`src/rtl/sdclk_pkg.sv`:
```
package sdclk_pkg;
  localparam int CODE_W = 8;
  localparam int LOG_W  = $clog2(CODE_W + 1);
  localparam int REG_W  = 16;

  typedef struct packed {
    logic [CODE_W-1:0] code;
    logic              card_en;
    logic              int_en;
  } ctl_t;
endpackage

```
`src/rtl/sdclk_ratio.sv`:
```
module sdclk_ratio #(
  parameter int CODE_W  = 8,
  parameter int LOG_W   = 4,
  parameter int MIN_LOG = 2
) (
  input  logic [CODE_W-1:0] code_i,
  input  logic              hs_i,
  output logic [LOG_W-1:0]  log_o
);
  logic [LOG_W-1:0] raw;

  always_comb begin
    raw = '0;
    for (int i = 0; i < CODE_W; i++)
      if (code_i[i]) raw = LOG_W'(i + 1);
  end

  // ceiling applies only outside high-speed mode
  assign log_o = (!hs_i && (raw < LOG_W'(MIN_LOG))) ? LOG_W'(MIN_LOG) : raw;
endmodule

```
`src/rtl/sdclk_settle.sv`:
```
module sdclk_settle #(
  parameter int LOG_W      = 4,
  parameter int SETTLE_CYC = 512
) (
  input  logic             clk_i,
  input  logic             rst_ni,
  input  logic             en_i,
  input  logic [LOG_W-1:0] cfg_i,
  output logic             stable_o
);
  localparam int SC_W = $clog2(SETTLE_CYC + 1);

  logic [SC_W-1:0]  cnt_q;
  logic [LOG_W-1:0] cfg_q;
  logic             chg;

  assign chg = (cfg_i != cfg_q);

  always_ff @(posedge clk_i or negedge rst_ni) begin
    if (!rst_ni) cfg_q <= '0;
    else         cfg_q <= cfg_i;
  end

  always_ff @(posedge clk_i or negedge rst_ni) begin
    if (!rst_ni) begin
      cnt_q    <= '0;
      stable_o <= 1'b0;
    end else if (!en_i || chg) begin
      cnt_q    <= '0;
      stable_o <= 1'b0;
    end else if (!stable_o) begin
      if (cnt_q == SC_W'(SETTLE_CYC - 1)) stable_o <= 1'b1;
      else                                cnt_q    <= cnt_q + 1'b1;
    end
  end
endmodule

```
`src/rtl/sdclk_div.sv`:
```
module sdclk_div #(
  parameter int CODE_W = 8,
  parameter int LOG_W  = 4
) (
  input  logic             clk_i,
  input  logic             rst_ni,
  input  logic             en_i,
  input  logic             run_i,
  input  logic [LOG_W-1:0] log_i,
  output logic             ck_o
);
  logic [CODE_W-1:0] cnt_q;
  logic [LOG_W-1:0]  log_q;
  logic [CODE_W:0]   half;
  logic              term;

  assign half = (CODE_W + 1)'(1) << log_q;
  assign term = ({1'b0, cnt_q} == (half - 1'b1));

  // ratio reloads only while parked low
  always_ff @(posedge clk_i or negedge rst_ni) begin
    if (!rst_ni)               log_q <= '0;
    else if (!ck_o && !run_i)  log_q <= log_i;
  end

  always_ff @(posedge clk_i or negedge rst_ni) begin
    if (!rst_ni) begin
      ck_o  <= 1'b0;
      cnt_q <= '0;
    end else if (!en_i) begin
      ck_o  <= 1'b0;
      cnt_q <= '0;
    end else if (ck_o || run_i) begin
      if (term) begin
        ck_o  <= ~ck_o;
        cnt_q <= '0;
      end else begin
        cnt_q <= cnt_q + 1'b1;
      end
    end else begin
      cnt_q <= '0;
    end
  end
endmodule

```
`src/rtl/sdclk_ctrl.sv`:
```
module sdclk_ctrl
  import sdclk_pkg::*;
#(
  parameter int SETTLE_CYC = 512,
  parameter int BASE_KHZ   = 100000,
  parameter int LIMIT_KHZ  = 25000
) (
  input  logic             clk_i,
  input  logic             rst_ni,
  input  logic             wr_en_i,
  input  logic [REG_W-1:0] wr_data_i,
  output logic [REG_W-1:0] rd_data_o,
  input  logic             hs_en_i,
  output logic             card_clk_o
);
  function automatic int min_log_f(input longint base, input longint lim);
    for (int k = 0; k <= CODE_W; k++)
      if ((lim << k) >= base) return k;
    return CODE_W;
  endfunction

  localparam int MIN_LOG = min_log_f(BASE_KHZ, LIMIT_KHZ);

  ctl_t             ctl_q;
  logic             int_en_q;
  logic             card_en_q;
  logic             stable_w;
  logic [LOG_W-1:0] eff_log_w;

  always_ff @(posedge clk_i or negedge rst_ni) begin
    if (!rst_ni) begin
      ctl_q <= '0;
    end else if (wr_en_i) begin
      ctl_q.int_en  <= wr_data_i[0];
      ctl_q.card_en <= wr_data_i[2];
      ctl_q.code    <= wr_data_i[REG_W-1 -: CODE_W];
    end
  end

  assign int_en_q  = ctl_q.int_en;
  assign card_en_q = ctl_q.card_en;
  assign rd_data_o = {ctl_q.code, {(REG_W-CODE_W-3){1'b0}}, card_en_q, stable_w, int_en_q};

  sdclk_ratio #(.CODE_W(CODE_W), .LOG_W(LOG_W), .MIN_LOG(MIN_LOG)) i_ratio (
    .code_i (ctl_q.code),
    .hs_i   (hs_en_i),
    .log_o  (eff_log_w)
  );

  sdclk_settle #(.LOG_W(LOG_W), .SETTLE_CYC(SETTLE_CYC)) i_settle (
    .clk_i    (clk_i),
    .rst_ni   (rst_ni),
    .en_i     (int_en_q),
    .cfg_i    (eff_log_w),
    .stable_o (stable_w)
  );

  sdclk_div #(.CODE_W(CODE_W), .LOG_W(LOG_W)) i_div (
    .clk_i  (clk_i),
    .rst_ni (rst_ni),
    .en_i   (int_en_q),
    .run_i  (int_en_q && card_en_q && stable_w),
    .log_i  (eff_log_w),
    .ck_o   (card_clk_o)
  );
endmodule

```
`config.mk`:
```
export PLATFORM = sky130hd
export DESIGN_NAME = sdclk_ctrl
export DESIGN_NICKNAME = d
export VERILOG_FILES = /design/src/rtl/sdclk_pkg.sv /design/src/rtl/sdclk_ratio.sv /design/src/rtl/sdclk_settle.sv /design/src/rtl/sdclk_div.sv /design/src/rtl/sdclk_ctrl.sv
export SDC_FILE = /design/constraint.sdc
export NUM_CORES = 1
export LEC_CHECK = 0
export CORE_AREA = 2 2 94 51
export DETAILED_ROUTE_END_ITERATION = 10
export DIE_AREA = 0 0 96 53
export PLACE_DENSITY = 0.8
export REMOVE_ABC_BUFFERS = 1
export SLEW_MARGIN = 20
export SYNTH_ARGS = -nofsm -noshare
export SYNTH_HDL_FRONTEND = slang
export SYNTH_SLANG_ARGS = --single-unit
```
`constraint.sdc`:
```
create_clock -name clk_i -period 3.8 [get_ports clk_i]
set_input_delay 0.57 -clock clk_i [delete_from_list [all_inputs] [get_ports clk_i]]
set_output_delay 0.57 -clock clk_i [all_outputs]
set_load 0.02 [all_outputs]
```
==> reports/metrics.yaml <==
slew_headroom_pct: 45.2
synth_fa_ha_area_share_pct: 1.73
ir_drop_v: 0.000245
finClkSkew_ps: 4.62
fmaxAchievable_mhz: 317
yosys_warnings: 0
synth_edf_count: 0
die_w_um: 96
syn_avg_cell_area_sq_um: 10.0
vias: 1659
finalSetupViolCount: 0
placed_area_sq_um: 2400
synth_top_family_by_area: "simple AND/OR/NAND/NOR gates"
required_ps: 4020
dr.pass1.iters: 4
rr_endpoint: "i_div.ck_o$_DFFE_PN0P_"
final.min_clock_period_ps: 3150
synth-seq-cells: 38
nNetsFinal: 258
antenna_found_initial: 0
synth_area_sq_um: 2170
fin_crit_sh_pct: 82.9
wl_per_cell_um: 14.6
core_region_area_sq_um: 4230
slowest_stage: "or4b_2"
ys_seq_area_share_pct: 43.8
via_per_inst: 5.66
hold_viol_final: 0
postCtsSetupBuffers: 0
outcome: "finished, final reports clean"
port_buffers: 25
cts_tree: "built"
holdBufCountCts: 0
synthSimpleGateAreaFrac_pct: 23.1
path_class: "reg -> reg"
setup_ws_ps: 649
drive_gt1_share_pct: 11.0
slew_viol_final: 0
synth_compound_area_share_pct: 10.9
synthCells: 217
drtAntennaViolNets: 0
die_area_sq_um: 5090
hpwl_mm: 3.07
grt_overflow: 0
place.gp.congestion: 0.873
multi_input_area_sq_um: 1080
grt.total_usage_pct: 19.9
holdCritPathClass: "in -> async"
tightest_slew_ps: 821
arrival_ps: 3370
drv_cap: 0
crit_buf_inv: 0
root_buffer: "clkbuf_8"
io_pins: 37
clkSinkCount: 38
cts_buffer_depth: 2
htreeDepth: 2
r2r-start: "i_div.log_q[1]$_DFFE_PN0P_"
critPathCaptureType: "register"
worstPathCellList: "or4b_2 -> ha_1 -> xor2_1 -> o311ai_1 -> or4_4 -> a2111oi_4 -> mux2i_1"
insertion_delay_ps: 290
grt_start_max_net_pins: 39
ff2ff_setup_slack_ps: 650
critPathLaunchType: "register"
fillers: 366
grt_pass1_wl_mm: 7.54
cts_resized: 0
cpPeakStageDelay_ps: 730
rsz0062_at_grt: "no"
p_leak_uw: 0.000981
async_reset_ff_share_pct: 100
finalInstanceArea_sq_um: 2500
synth_xor_area_share_pct: 7.66
powerDensity_nw_per_um2: 385
final_common_cell: "dfrtp_1"
drt_iter0_drc: 91
die_y_um: 53
regArea_sq_um: 951
crit_family: "simple AND/OR/NAND/NOR gates"
most-common-layout-cells: "dfrtp_1, clkdlybuf4s50_1, nor3_1"
syn_to_final_growth_pct: 15.2
preCtsSetupSlack_ps: 609
setup_tns_ps: 0
routed_wl_mm: 4.29
muxShareOfSynthArea_pct: 5.59
rows: 17
synth_cell_types: 51
initial_core_util_pct: 51.3
path_clk_slew_ps: 70
num_antenna_cells: 0
rr_worst_depth: 7
grt_pass1_vias: 1559
numCtsBuffers: 5
yosys_most_used_dff: "dfrtp_1"
route.detailed.drc: 0
critPathMaxFanout: 14
cells in the mapped netlist (all sizes together) (3+ instances only):
| master | instances | area [sq um] |
|---|---|---|
| or3 | 3 | 18.8 |
| xor2 | 9 | 78.8 |
| buf | 13 | 100 |
| nand3 | 6 | 30.0 |
| ha | 3 | 37.5 |
| or4 | 3 | 30.0 |
| nand2 | 17 | 63.8 |
| a211oi | 3 | 22.5 |
| inv | 6 | 22.5 |
| nand4 | 3 | 18.8 |
| nor4b | 3 | 41.3 |
| nor3 | 22 | 110 |
| a21oi | 6 | 30.0 |
| clkbuf | 8 | 30.0 |
| dfrtp | 38 | 951 |
| o21ai | 8 | 40.0 |
| nor2 | 8 | 30.0 |
| nor4 | 5 | 31.3 |
| and3 | 4 | 25.0 |
| xnor2 | 10 | 87.6 |
| mux2 | 9 | 101 |
cell type report:
cell class / count / area share [%]
Clock inverter: 1 / 1.20
Multi-Input combinational cell: 156 / 43.3
Sequential cell: 38 / 38.0
Timing Repair Buffer: 28 / 10.7
Tap cell: 57 / 2.85
Clock buffer: 7 / 3.05
Inverter: 6 / 0.900
how the worst max path moves through the flow:
stage | from | endpoint | cells after the start
2_1_floorplan | i_div.log_q[2]$_DFFE_PN0P_ | i_div.ck_o$_DFFE_PN0P_ | 7
3_5_place_dp | i_div.log_q[1]$_DFFE_PN0P_ | i_div.ck_o$_DFFE_PN0P_ | 7
4_1_cts | i_div.log_q[1]$_DFFE_PN0P_ | i_div.ck_o$_DFFE_PN0P_ | 7
3_3_place_gp | i_div.log_q[1]$_DFFE_PN0P_ | i_div.ck_o$_DFFE_PN0P_ | 7
5_1_grt | i_div.log_q[1]$_DFFE_PN0P_ | i_div.ck_o$_DFFE_PN0P_ | 7
6_report | i_div.log_q[1]$_DFFE_PN0P_ | i_div.ck_o$_DFFE_PN0P_ | 7
worst reg2reg max path: stages (launching register included):
cell and delay [ps]:
dfrtp_1 530, or4b_2 740, ha_1 310, xor2_1 140, o311ai_1 120, or4_4 510, a2111oi_4 500, mux2i_1 250
metal layers:
layer | share of wire (%) | track usage (%) | vias to the layer above
li1 | - | - | 810
met1 | 54 | 29.7 | 795
met2 | 39 | 27.8 | 46
met3 | 5.4 | 5.84 | 8
met4 | 1.1 | 5.71 | 0
met5 | 0 | 0 | -
power by group:
group	internal (uW)	total [uW]	switching (uW)
Sequential	425	459	33.1
Combinational	81.2	173	91.7
Clock	196	333	136
Total	703	964	261
registers in the layout, summed over array words and instances (netlist names):
| signal | cells |
|---|---|
| i_div.ck_o | 1 |
| int_en_q | 1 |
| i_settle.cfg_q | 4 |
| i_div.cnt_q | 8 |
| card_en_q | 1 |
| i_settle.stable_o | 1 |
| rd_data_o | 8 |
| i_settle.cnt_q | 10 |
| i_div.log_q | 4 |
cells by family (layout without fill, tap and decap cells):
logic type	Yosys count	in the layout
buffers and inverters	27	42
muxes	11	11
DFF	38	38
other	1	5
and+or+nand+nor	86	86
AOI/OAI and AO/OA	32	32
adders and majority gates	3	3
xor gates and xnor gates	19	19
metrics by stage:
step           instances  hold slack (ps)  util [%]  total power (uW)
2_1_floorplan        200              274         -               561
3_3_place_gp         285              537      56.6               633
3_5_place_dp         285              538      56.6               638
4_1_cts              293              398      59.1               971
5_1_grt              293              445      59.1              1020
6_report             293              373      59.1               964
Note: power is estimated with default switching activity, not from simulation.
